<file path="src/rtl/dpb_pkg.sv">
package dpb_pkg;
  typedef enum logic [1:0] {
    OWN_NONE  = 2'd0,
    OWN_LEFT  = 2'd1,
    OWN_RIGHT = 2'd2
  } owner_e;

  localparam int PORTS = 2;
  localparam int P_LEFT = 0;
  localparam int P_RIGHT = 1;
endpackage

</file>
<file path="src/rtl/dpb_rst_sync.sv">
module dpb_rst_sync #(
  parameter int STAGES = 2
) (
  input  logic clk,
  input  logic rst_n,
  output logic rst_n_sync
);
  logic [STAGES-1:0] chain_q;

  generate
    for (genvar s = 0; s < STAGES; s++) begin : g_stage
      if (s == 0) begin : g_first
        always_ff @(posedge clk or negedge rst_n) begin
          if (!rst_n) chain_q[s] <= 1'b0;
          else        chain_q[s] <= 1'b1;
        end
      end else begin : g_next
        always_ff @(posedge clk or negedge rst_n) begin
          if (!rst_n) chain_q[s] <= 1'b0;
          else        chain_q[s] <= chain_q[s-1];
        end
      end
    end
  endgenerate

  assign rst_n_sync = chain_q[STAGES-1];
endmodule

</file>
<file path="src/rtl/dpb_match.sv">
// Address comparison and "already holding" detection for each port.
module dpb_match #(
  parameter int ADDR_W = 13
) (
  input  logic              clk,
  input  logic              rst_n,
  input  logic              l_ce,
  input  logic [ADDR_W-1:0] l_addr,
  input  logic              r_ce,
  input  logic [ADDR_W-1:0] r_addr,
  output logic              hit,
  output logic              l_held,
  output logic              r_held
);
  logic              l_ce_q, r_ce_q;
  logic [ADDR_W-1:0] l_addr_q, r_addr_q;
  logic [ADDR_W-1:0] l_addr_d, r_addr_d;

  assign hit    = l_ce && r_ce && (l_addr == r_addr);
  assign l_held = l_ce && l_ce_q && (l_addr_q == l_addr);
  assign r_held = r_ce && r_ce_q && (r_addr_q == r_addr);

  // address history only loads while its port is selected
  always_comb begin
    l_addr_d = l_addr_q;
    r_addr_d = r_addr_q;
    if (l_ce) l_addr_d = l_addr;
    if (r_ce) r_addr_d = r_addr;
  end

  always_ff @(posedge clk or negedge rst_n) begin
    if (!rst_n) begin
      l_ce_q   <= 1'b0;
      r_ce_q   <= 1'b0;
      l_addr_q <= '0;
      r_addr_q <= '0;
    end else begin
      l_ce_q   <= l_ce;
      r_ce_q   <= r_ce;
      l_addr_q <= l_addr_d;
      r_addr_q <= r_addr_d;
    end
  end
endmodule

</file>
<file path="src/rtl/dpb_owner.sv">
// Decides which port owns a contended location and derives arbitrated busy.
module dpb_owner
  import dpb_pkg::*;
(
  input  logic clk,
  input  logic rst_n,
  input  logic hit,
  input  logic l_held,
  input  logic r_held,
  output logic busy_l_arb,
  output logic busy_r_arb
);
  owner_e own_d, own_q;

  always_comb begin
    own_d = OWN_NONE;
    if (hit) begin
      if (own_q != OWN_NONE)       own_d = own_q;
      else if (r_held && !l_held)  own_d = OWN_RIGHT;
      else                         own_d = OWN_LEFT;
    end
  end

  always_ff @(posedge clk or negedge rst_n) begin
    if (!rst_n) own_q <= OWN_NONE;
    else        own_q <= own_d;
  end

  // loser stays busy one cycle past the end of contention
  always_comb begin
    busy_l_arb = 1'b0;
    busy_r_arb = 1'b0;
    if (rst_n) begin
      busy_l_arb = (own_d == OWN_RIGHT) ||
                   ((own_q == OWN_RIGHT) && (own_d != OWN_LEFT));
      busy_r_arb = (own_d == OWN_LEFT) ||
                   ((own_q == OWN_LEFT) && (own_d != OWN_RIGHT));
    end
  end
endmodule

</file>
<file path="src/rtl/dpb_gate.sv">
// Per-port busy selection and gating of write and mailbox actions.
module dpb_gate (
  input  logic clk,
  input  logic rst_n,
  input  logic ms_sel,
  input  logic ce,
  input  logic we,
  input  logic mbx_wr,
  input  logic mbx_rd,
  input  logic busy_arb,
  input  logic busy_ext,
  output logic busy_seen,
  output logic we_ok,
  output logic int_set_ok,
  output logic int_clr_ok
);
  logic ext_q, ext_d;
  logic settled;

  assign ext_d = ms_sel ? 1'b0 : busy_ext;

  always_ff @(posedge clk or negedge rst_n) begin
    if (!rst_n) ext_q <= 1'b0;
    else        ext_q <= ext_d;
  end

  always_comb begin
    busy_seen  = ms_sel ? busy_arb : busy_ext;
    settled    = ms_sel ? 1'b1 : !ext_q;
    we_ok      = ce && we && !busy_seen && settled;
    int_set_ok = mbx_wr && !busy_seen;
    int_clr_ok = mbx_rd && !busy_seen;
  end
endmodule

</file>
<file path="src/rtl/dp_busy_arbiter.sv">
module dp_busy_arbiter
  import dpb_pkg::*;
#(
  parameter int ADDR_W      = 13,
  parameter int SYNC_STAGES = 2
) (
  input  logic              clk,
  input  logic              rst_n,
  input  logic              ms_sel,
  input  logic              l_ce,
  input  logic [ADDR_W-1:0] l_addr,
  input  logic              l_we,
  input  logic              l_mbx_wr,
  input  logic              l_mbx_rd,
  input  logic              r_ce,
  input  logic [ADDR_W-1:0] r_addr,
  input  logic              r_we,
  input  logic              r_mbx_wr,
  input  logic              r_mbx_rd,
  input  logic              busy_in_l,
  input  logic              busy_in_r,
  output logic              busy_l,
  output logic              busy_r,
  output logic              l_we_ok,
  output logic              r_we_ok,
  output logic              l_int_set_ok,
  output logic              r_int_set_ok,
  output logic              l_int_clr_ok,
  output logic              r_int_clr_ok
);
  logic rst_s;
  logic hit, l_held, r_held;
  logic busy_l_arb, busy_r_arb;

  logic [PORTS-1:0] ce_v, we_v, mw_v, mr_v, arb_v, ext_v;
  logic [PORTS-1:0] seen_v, weok_v, set_v, clr_v;

  dpb_rst_sync #(.STAGES(SYNC_STAGES)) i_rst (
    .clk(clk), .rst_n(rst_n), .rst_n_sync(rst_s)
  );

  dpb_match #(.ADDR_W(ADDR_W)) i_match (
    .clk(clk), .rst_n(rst_s),
    .l_ce(l_ce), .l_addr(l_addr), .r_ce(r_ce), .r_addr(r_addr),
    .hit(hit), .l_held(l_held), .r_held(r_held)
  );

  dpb_owner i_owner (
    .clk(clk), .rst_n(rst_s),
    .hit(hit), .l_held(l_held), .r_held(r_held),
    .busy_l_arb(busy_l_arb), .busy_r_arb(busy_r_arb)
  );

  assign ce_v  = {r_ce, l_ce};
  assign we_v  = {r_we, l_we};
  assign mw_v  = {r_mbx_wr, l_mbx_wr};
  assign mr_v  = {r_mbx_rd, l_mbx_rd};
  assign arb_v = {busy_r_arb, busy_l_arb};
  assign ext_v = {busy_in_r, busy_in_l};

  generate
    for (genvar p = 0; p < PORTS; p++) begin : g_port
      dpb_gate i_gate (
        .clk(clk), .rst_n(rst_s), .ms_sel(ms_sel),
        .ce(ce_v[p]), .we(we_v[p]), .mbx_wr(mw_v[p]), .mbx_rd(mr_v[p]),
        .busy_arb(arb_v[p]), .busy_ext(ext_v[p]),
        .busy_seen(seen_v[p]), .we_ok(weok_v[p]),
        .int_set_ok(set_v[p]), .int_clr_ok(clr_v[p])
      );
    end
  endgenerate

  assign busy_l       = seen_v[P_LEFT];
  assign busy_r       = seen_v[P_RIGHT];
  assign l_we_ok      = weok_v[P_LEFT];
  assign r_we_ok      = weok_v[P_RIGHT];
  assign l_int_set_ok = set_v[P_LEFT];
  assign r_int_set_ok = set_v[P_RIGHT];
  assign l_int_clr_ok = clr_v[P_LEFT];
  assign r_int_clr_ok = clr_v[P_RIGHT];
endmodule

</file>
<file path="config.mk">
export PLATFORM = sky130hd
export DESIGN_NAME = dp_busy_arbiter
export DESIGN_NICKNAME = d
export VERILOG_FILES = /design/src/rtl/dpb_pkg.sv /design/src/rtl/dpb_rst_sync.sv /design/src/rtl/dpb_match.sv /design/src/rtl/dpb_owner.sv /design/src/rtl/dpb_gate.sv /design/src/rtl/dp_busy_arbiter.sv
export SDC_FILE = /design/constraint.sdc
export NUM_CORES = 1
export LEC_CHECK = 0
export BUFFER_PORTS_ARGS = -buffer_cell sky130_fd_sc_hd__buf_2
export CORE_MARGIN = 2
export CORE_UTILIZATION = 53
export CTS_CLUSTER_DIAMETER = 30
export DETAILED_ROUTE_END_ITERATION = 6
export PLACE_DENSITY = 0.79
export SYNTH_ARGS = -nofsm -noshare
export SYNTH_HDL_FRONTEND = slang
export SYNTH_SLANG_ARGS = --single-unit
</file>
<file path="constraint.sdc">
create_clock -name clk -period 2.85 [get_ports clk]
set_input_delay 0.57 -clock clk [delete_from_list [all_inputs] [get_ports clk]]
set_output_delay 0.57 -clock clk [all_outputs]
set_load 0.005 [all_outputs]
</file>
==> results of run 1 <==
==> cell usage after synthesis, types with 2 or more instances <==
cell	instances
inv_1	2
clkbuf_1	3
o2111ai_1	2
xnor2_1	13
xor2_1	26
nor2_1	6
nor4_1	11
nand3_1	2
mux2_2	26
nor3b_1	2
or4_1	3
nand2_1	4
dfrtp_1	34
o21bai_1	2
a211oi_1	2
nand4_1	8
==> path summary, 6_finish.rpt <==
path	start	end
setup / recovery	i_match.l_addr_q[12]	busy_r
hold / removal	i_rst.rst_n_sync	i_match.r_ce_q
setup reg to reg	i_match.l_addr_q[12]	i_owner.own_q[1]
hold reg to reg	i_rst.rst_n_sync	i_match.r_ce_q
max in group asynchronous	i_rst.rst_n_sync	i_match.r_addr_q[11]
min in group clk	i_rst.chain_q[0]	i_rst.rst_n_sync
==> area by class of cell <==
| type | instances | area, um2 | share of cell area (%) |
|---|---|---|---|
| clock inverter | 2 | 10.0 | 0.424 |
| sequential | 34 | 851 | 36.1 |
| clock buffer | 5 | 37.5 | 1.59 |
| tap | 46 | 57.6 | 2.44 |
| timing repair buffer | 51 | 270 | 11.5 |
| inverter | 2 | 7.51 | 0.318 |
| multi-input combinational | 123 | 1130 | 47.7 |
==> kinds of logic (layout without fill, tap and decap cells) <==
group / after synthesis / in the layout / synth area share, %
compound gates: 10 / 10 / 5.00
xor+xnor: 39 / 39 / 17.9
buf+inv: 6 / 60 / 1.58
flops: 34 / 34 / 44.7
mux: 26 / 26 / 15.4
other cells: 1 / 1 / 0.197
simple gates: 47 / 47 / 15.2
==> where the power goes <==
part           switching (W)  leakage (nW)  internal, W
Combinational       0.000122         0.636     0.000129
Clock               0.000155        0.0308    0.0000885
Sequential         0.0000342         0.404     0.000523
==> registers in the layout (all words and copies together), names as in the netlist <==
register             count
g_port.i_gate.ext_q      2
i_match.l_addr_q        13
i_match.l_ce_q           1
i_match.r_addr_q        13
i_match.r_ce_q           1
i_owner.own_q            2
i_rst.chain_q            1
i_rst.rst_n_sync         1
==> through the flow <==
stage	setup WS, ns	TNS (ns)	power [W]	hold slack, ns
floorplan	0.395	0	0.000696	0.274
global placement	0.0489	0	0.000772	0.336
detailed placement	-0.00352	-0.00352	0.000786	0.340
CTS	-0.0311	-0.0742	0.00105	0.357
global route	-0.108	-0.437	0.00111	0.375
finish	0.0272	0	0.00105	0.346
==> layer usage <==
metal / vias to the layer above / routed length, um / global-route usage [%]
met1: 732 / 1800 / 29.1
li1: 696 / - / -
met3: 7 / 294 / 6.69
met2: 67 / 2260 / 39.8
met4: 0 / 72 / 8.70
met5: - / 0 / 0
==> timing repair <==
action / 4_1_cts / 5_1_grt
resized for setup: 10 / 5
buffers inserted: 1 / 0
pin swaps: 12 / 2
gates cloned: 0 / 0
hold buffers: 1 / 0
endpoints found under the setup margin: 6 / 6
hold endpoints to repair: 2 / 0
==> critical path, delay by kind of cell (launching register included) <==
kind	cells	cell delay (ns)
simple gates	3	0.84
flops	1	0.42
buf+inv	1	0.10
compound gates	1	0.39
xor+xnor	1	0.18
==> results.yml, run 1 <==
finish:
  fin_util_pct: 69.6
  num_antenna_cells: 0
  area_delta_synth_final_pct: 24.0
  final_common_cell: "buf_2"
  drive_gt1_share_pct: 47.0
  final_cells: 263
  final_cell_mix: "46 x buf_2, 34 x dfrtp_1, 26 x xor2_1, 26 x mux2_2, 13 x xnor2_2"
  fill_cells: 251
  fin_area_um2: 2360
  fin_nets: 256
sta:
  timing.fmax_ghz: 0.354
  fin_skew_ns: 0.00367
  fin_crit_ns: 2.82
  setup_violations: 0
  grt_setup_unrepaired: "true"
  finalHoldViolCount: 0
  final.period_utilization_pct: 99.0
  slew_viol_final: 0
die:
  dieArea_um2: 4090
  die_x_um: 63.9
  die_h_um: 63.9
  start_util_pct: 56.1
  fp.coreArea_um2: 3390
  rows: 21
  ios: 47
grt:
  gr-total-overflow: 0
  grt_usage_pct: 23.8
  antenna_found_initial: 0
  grt_max_degree: 33
  first_global_vias: 1573
  grt_pass1_wl_um: 7310
drt:
  finalWirelength_um: 4420
  antenna_left: 0
  drc_errors: 0
  first_pass_iters: 4
  routedWlPerCell_um: 16.8
  drt-initial-drc-count: 64
  vias: 1502
  viasPerCell: 5.71
worst_setup_path:
  crit_chain: "xnor2_2, nand4_1, or4_4, a2111oi_4, or2_1, buf_2"
  crit_fanout: 4
  crit_arrival_ns: 2.25
  critPathKind: "register to output pin"
  worstSetupEndpointType: "output pin"
  critPathSlowestCell: "or4_4"
  worst_setup_path_start_kind: "register"
  critPathMaxStageDelay_ns: 0.58
  rr_worst_depth: 5
  cp.required_ns: 2.28
  rrSetupSlack_ns: 1.07
clock_tree:
  cts_tree: "yes"
  insertion_delay_ns: 0.33
  numClockSinks: 34
  cts_buffers: 5
  clockBufferDepth: 2
  htreeDepth: 2
  clk_pin_slew_ns: 0.10
  clockRootBuffer: "clkbuf_4"
yosys:
  synth_nets: 202
  ys_types: 33
  synth_area_um2: 1900
  yosys.area.top_type: "dfrtp_1"
  yosys_warnings: 0
  ys_seq_area_share_pct: 44.7
  postSynth.asyncResetShare_pct: 100
  postSynthCellCount: 163
  ys.flop_type: "dfrtp_1"
  ys_top_cells_by_area: "dfrtp_1 45%, mux2_2 15%, xor2_1 12%, xnor2_1 6.0%, nor4_1 3.6%"
  synth_top_area_share_pct: 44.7
  synth.avg_cell_area_um2: 11.7
  synth-edff-count: 0
  ys_ff_latch: 34
hold_path:
  hold_path.class: "register to async pin"
placed_design:
  io_buffers: 46
  dp.cells: 254
  dpl_cell_area_um2: 2190
  hpwl_um: 3480
  globalplace.congestion: 0.904
job:
  max-cap-violations: 0
run_status:
  outcome: "finished clean"
power_and_ir_drop:
  p_leak_nw: 1.07
  ir_worst_vdd_uv: 314
  p_per_area_nw_per_um2: 446
No activity file was read; power rests on OpenSTA's default activity.
==> run 2: changes to the inputs <==
Settings changed: CORE_ASPECT_RATIO set to 0.8.
==> run 2 against run 1 <==
Via count decreased by 3.4%. Die area about the same. Total power increased by 16%. Maximum frequency increased by 1.1%. Cell area decreased by 0.64%. Clock skew about the same. Setup slack improved by 0.031 ns. Hold slack got worse by 0.29 ns. Sequential share of layout area increased by 0.23 points. Highest routed layer unchanged.
==> results.yml, run 2 (synthesis results as in run 1) <==
worst_setup_path:
  crit_fanout: 4
  cp.required_ns: 2.28
  rr_startpoint: "i_match.l_addr_q[0]"
  critPathKind: "register to output pin"
  worst_setup_path_start_kind: "register"
  crit_chain: "xnor2_2, nand4_1, or4_4, a2111oi_4, or2_1, buf_2"
  reg2reg_to: "i_owner.own_q[1]"
  rr_worst_depth: 5
  worstSetupEndpointType: "output pin"
  crit_arrival_ns: 2.22
  critPathMaxStageDelay_ns: 0.57
  rrSetupSlack_ns: 1.05
  critPathSlowestCell: "or4_4"
clock_tree:
  clockRootBuffer: "clkbuf_8"
  numClockSinks: 34
  clk_pin_slew_ns: 0.06
  cts_buffers: 5
  clockBufferDepth: 2
  cts_setup_buffers: 0
  insertion_delay_ns: 0.29
  cts_tree: "yes"
  cts_hold_buffers: 0
  htreeDepth: 2
  cts_resized: 0
grt:
  grt_usage_pct: 22.7
  antenna_found_initial: 0
  grtUsageMet3_pct: 7.95
  met2_usage_pct: 36.4
  grt_pass1_wl_um: 6960
  gr-usage-met1_pct: 28.7
  grt_max_degree: 33
  gr-total-overflow: 0
  first_global_vias: 1505
  top_usage_layer: "met2"
sta:
  fin_crit_ns: 2.79
  final.period_utilization_pct: 97.9
  fin_skew_ns: 0.00409
  slew_viol_final: 0
  finalHoldViolCount: 0
  setup_violations: 0
  timing.fmax_ghz: 0.358
  timing.setup.tns_ns: 0
die:
  ios: 47
  start_util_pct: 55.6
  dieArea_um2: 4090
  die_x_um: 71.0
  fp.coreArea_um2: 3420
  rows: 19
  die_h_um: 57.6
drt:
  drc_errors: 0
  routedWlPerCell_um: 16.4
  drt-initial-drc-count: 39
  first_pass_iters: 4
  finalWirelength_um: 4240
  vias: 1451
  viasPerCell: 5.62
  antenna_left: 0
finish:
  fill_cells: 269
  fin_area_um2: 2340
  area_delta_synth_final_pct: 23.2
  fin_util_pct: 68.5
  final_common_cell: "buf_2"
  final_cell_mix: "46 x buf_2, 34 x dfrtp_1, 26 x xor2_1, 26 x mux2_2, 11 x nor4_1"
  top_regs: "i_match.l_addr_q x13, i_match.r_addr_q x13"
  num_antenna_cells: 0
  fin_nets: 254
  drive_gt1_share_pct: 42.6
power_and_ir_drop:
  p_per_area_nw_per_um2: 520
  p_leak_nw: 1.05
  ir_worst_vdd_uv: 419
run_status:
  outcome: "finished clean"
placed_design:
  hpwl_um: 3350
  dpl_cell_area_um2: 2190
  io_buffers: 46
  globalplace.congestion: 0.848
job:
  max-cap-violations: 0
hold_path:
  hold_path.class: "input port to async pin"
-- run 2: changes by cell type in the layout (fill, tap and decap cells not counted), sizes merged --
cell,before,now
clkinv,2,0
clkbuf,5,7
buf,50,49
bufinv,0,1
dlygate4sd3,1,0
-- run 2: how the worst max path moves through the flow --
stage | start | endpoint | slack, ns | cells after the start
3_3_place_gp | l_addr[0] | busy_r | 0.06 | 7
4_1_cts | i_match.l_addr_q[0] | busy_r | 0.06 | 6
5_1_grt | i_match.l_addr_q[0] | l_int_clr_ok | -0.006 | 6
3_5_place_dp | l_addr[10] | l_int_clr_ok | 0.09 | 7
2_1_floorplan | l_addr[4] | busy_r | 0.40 | 5
6_report | i_match.l_addr_q[0] | busy_r | 0.06 | 6
-- run 2: routing by layer --
metal  part of all wire, %  vias up
li1                      -      695
met1                    45      698
met2                    47       50
met3                   6.6        8
met4                   1.9        0
met5                     0        -
-- run 2: final cells by class --
type                            count  area (um2)  area share (%)
Clock buffer                        7        76.3            3.26
Clock inverter                      1        30.0            1.28
Inverter                            2        7.51           0.320
Multi-Input combinational cell    123        1070            45.8
Sequential cell                    34         851            36.3
Tap cell                           42        52.6            2.24
Timing Repair Buffer               49         253            10.8
-- run 2: critical path: cells and delay by family (launching register included) --
family	cells	cell delay [ns]
AO/OA/AOI/OAI	1	0.39
XOR/XNOR	1	0.19
buffers and inverters	1	0.10
flip-flops	1	0.42
AND/OR/NAND/NOR	3	0.83
-- run 2: stage by stage --
| step | hold slack (ns) | std cells | power [W] | setup WS (ns) |
|---|---|---|---|---|
| after floorplan | 0.274 | 163 | 0.000696 | 0.395 |
| after global placement | 0.311 | 250 | 0.000773 | 0.0616 |
| after detailed placement | 0.316 | 250 | 0.000783 | 0.0864 |
| after CTS | 0.0621 | 258 | 0.00121 | 0.0563 |
| after global routing | 0.0448 | 258 | 0.00128 | -0.00614 |
| final | 0.0541 | 258 | 0.00122 | 0.0585 |
-- run 2: power by group --
group,internal (W),switching (W)
registers,0.000524,0.0000300
logic,0.000118,0.000117
clock network,0.000261,0.000169
total,0.000903,0.000316
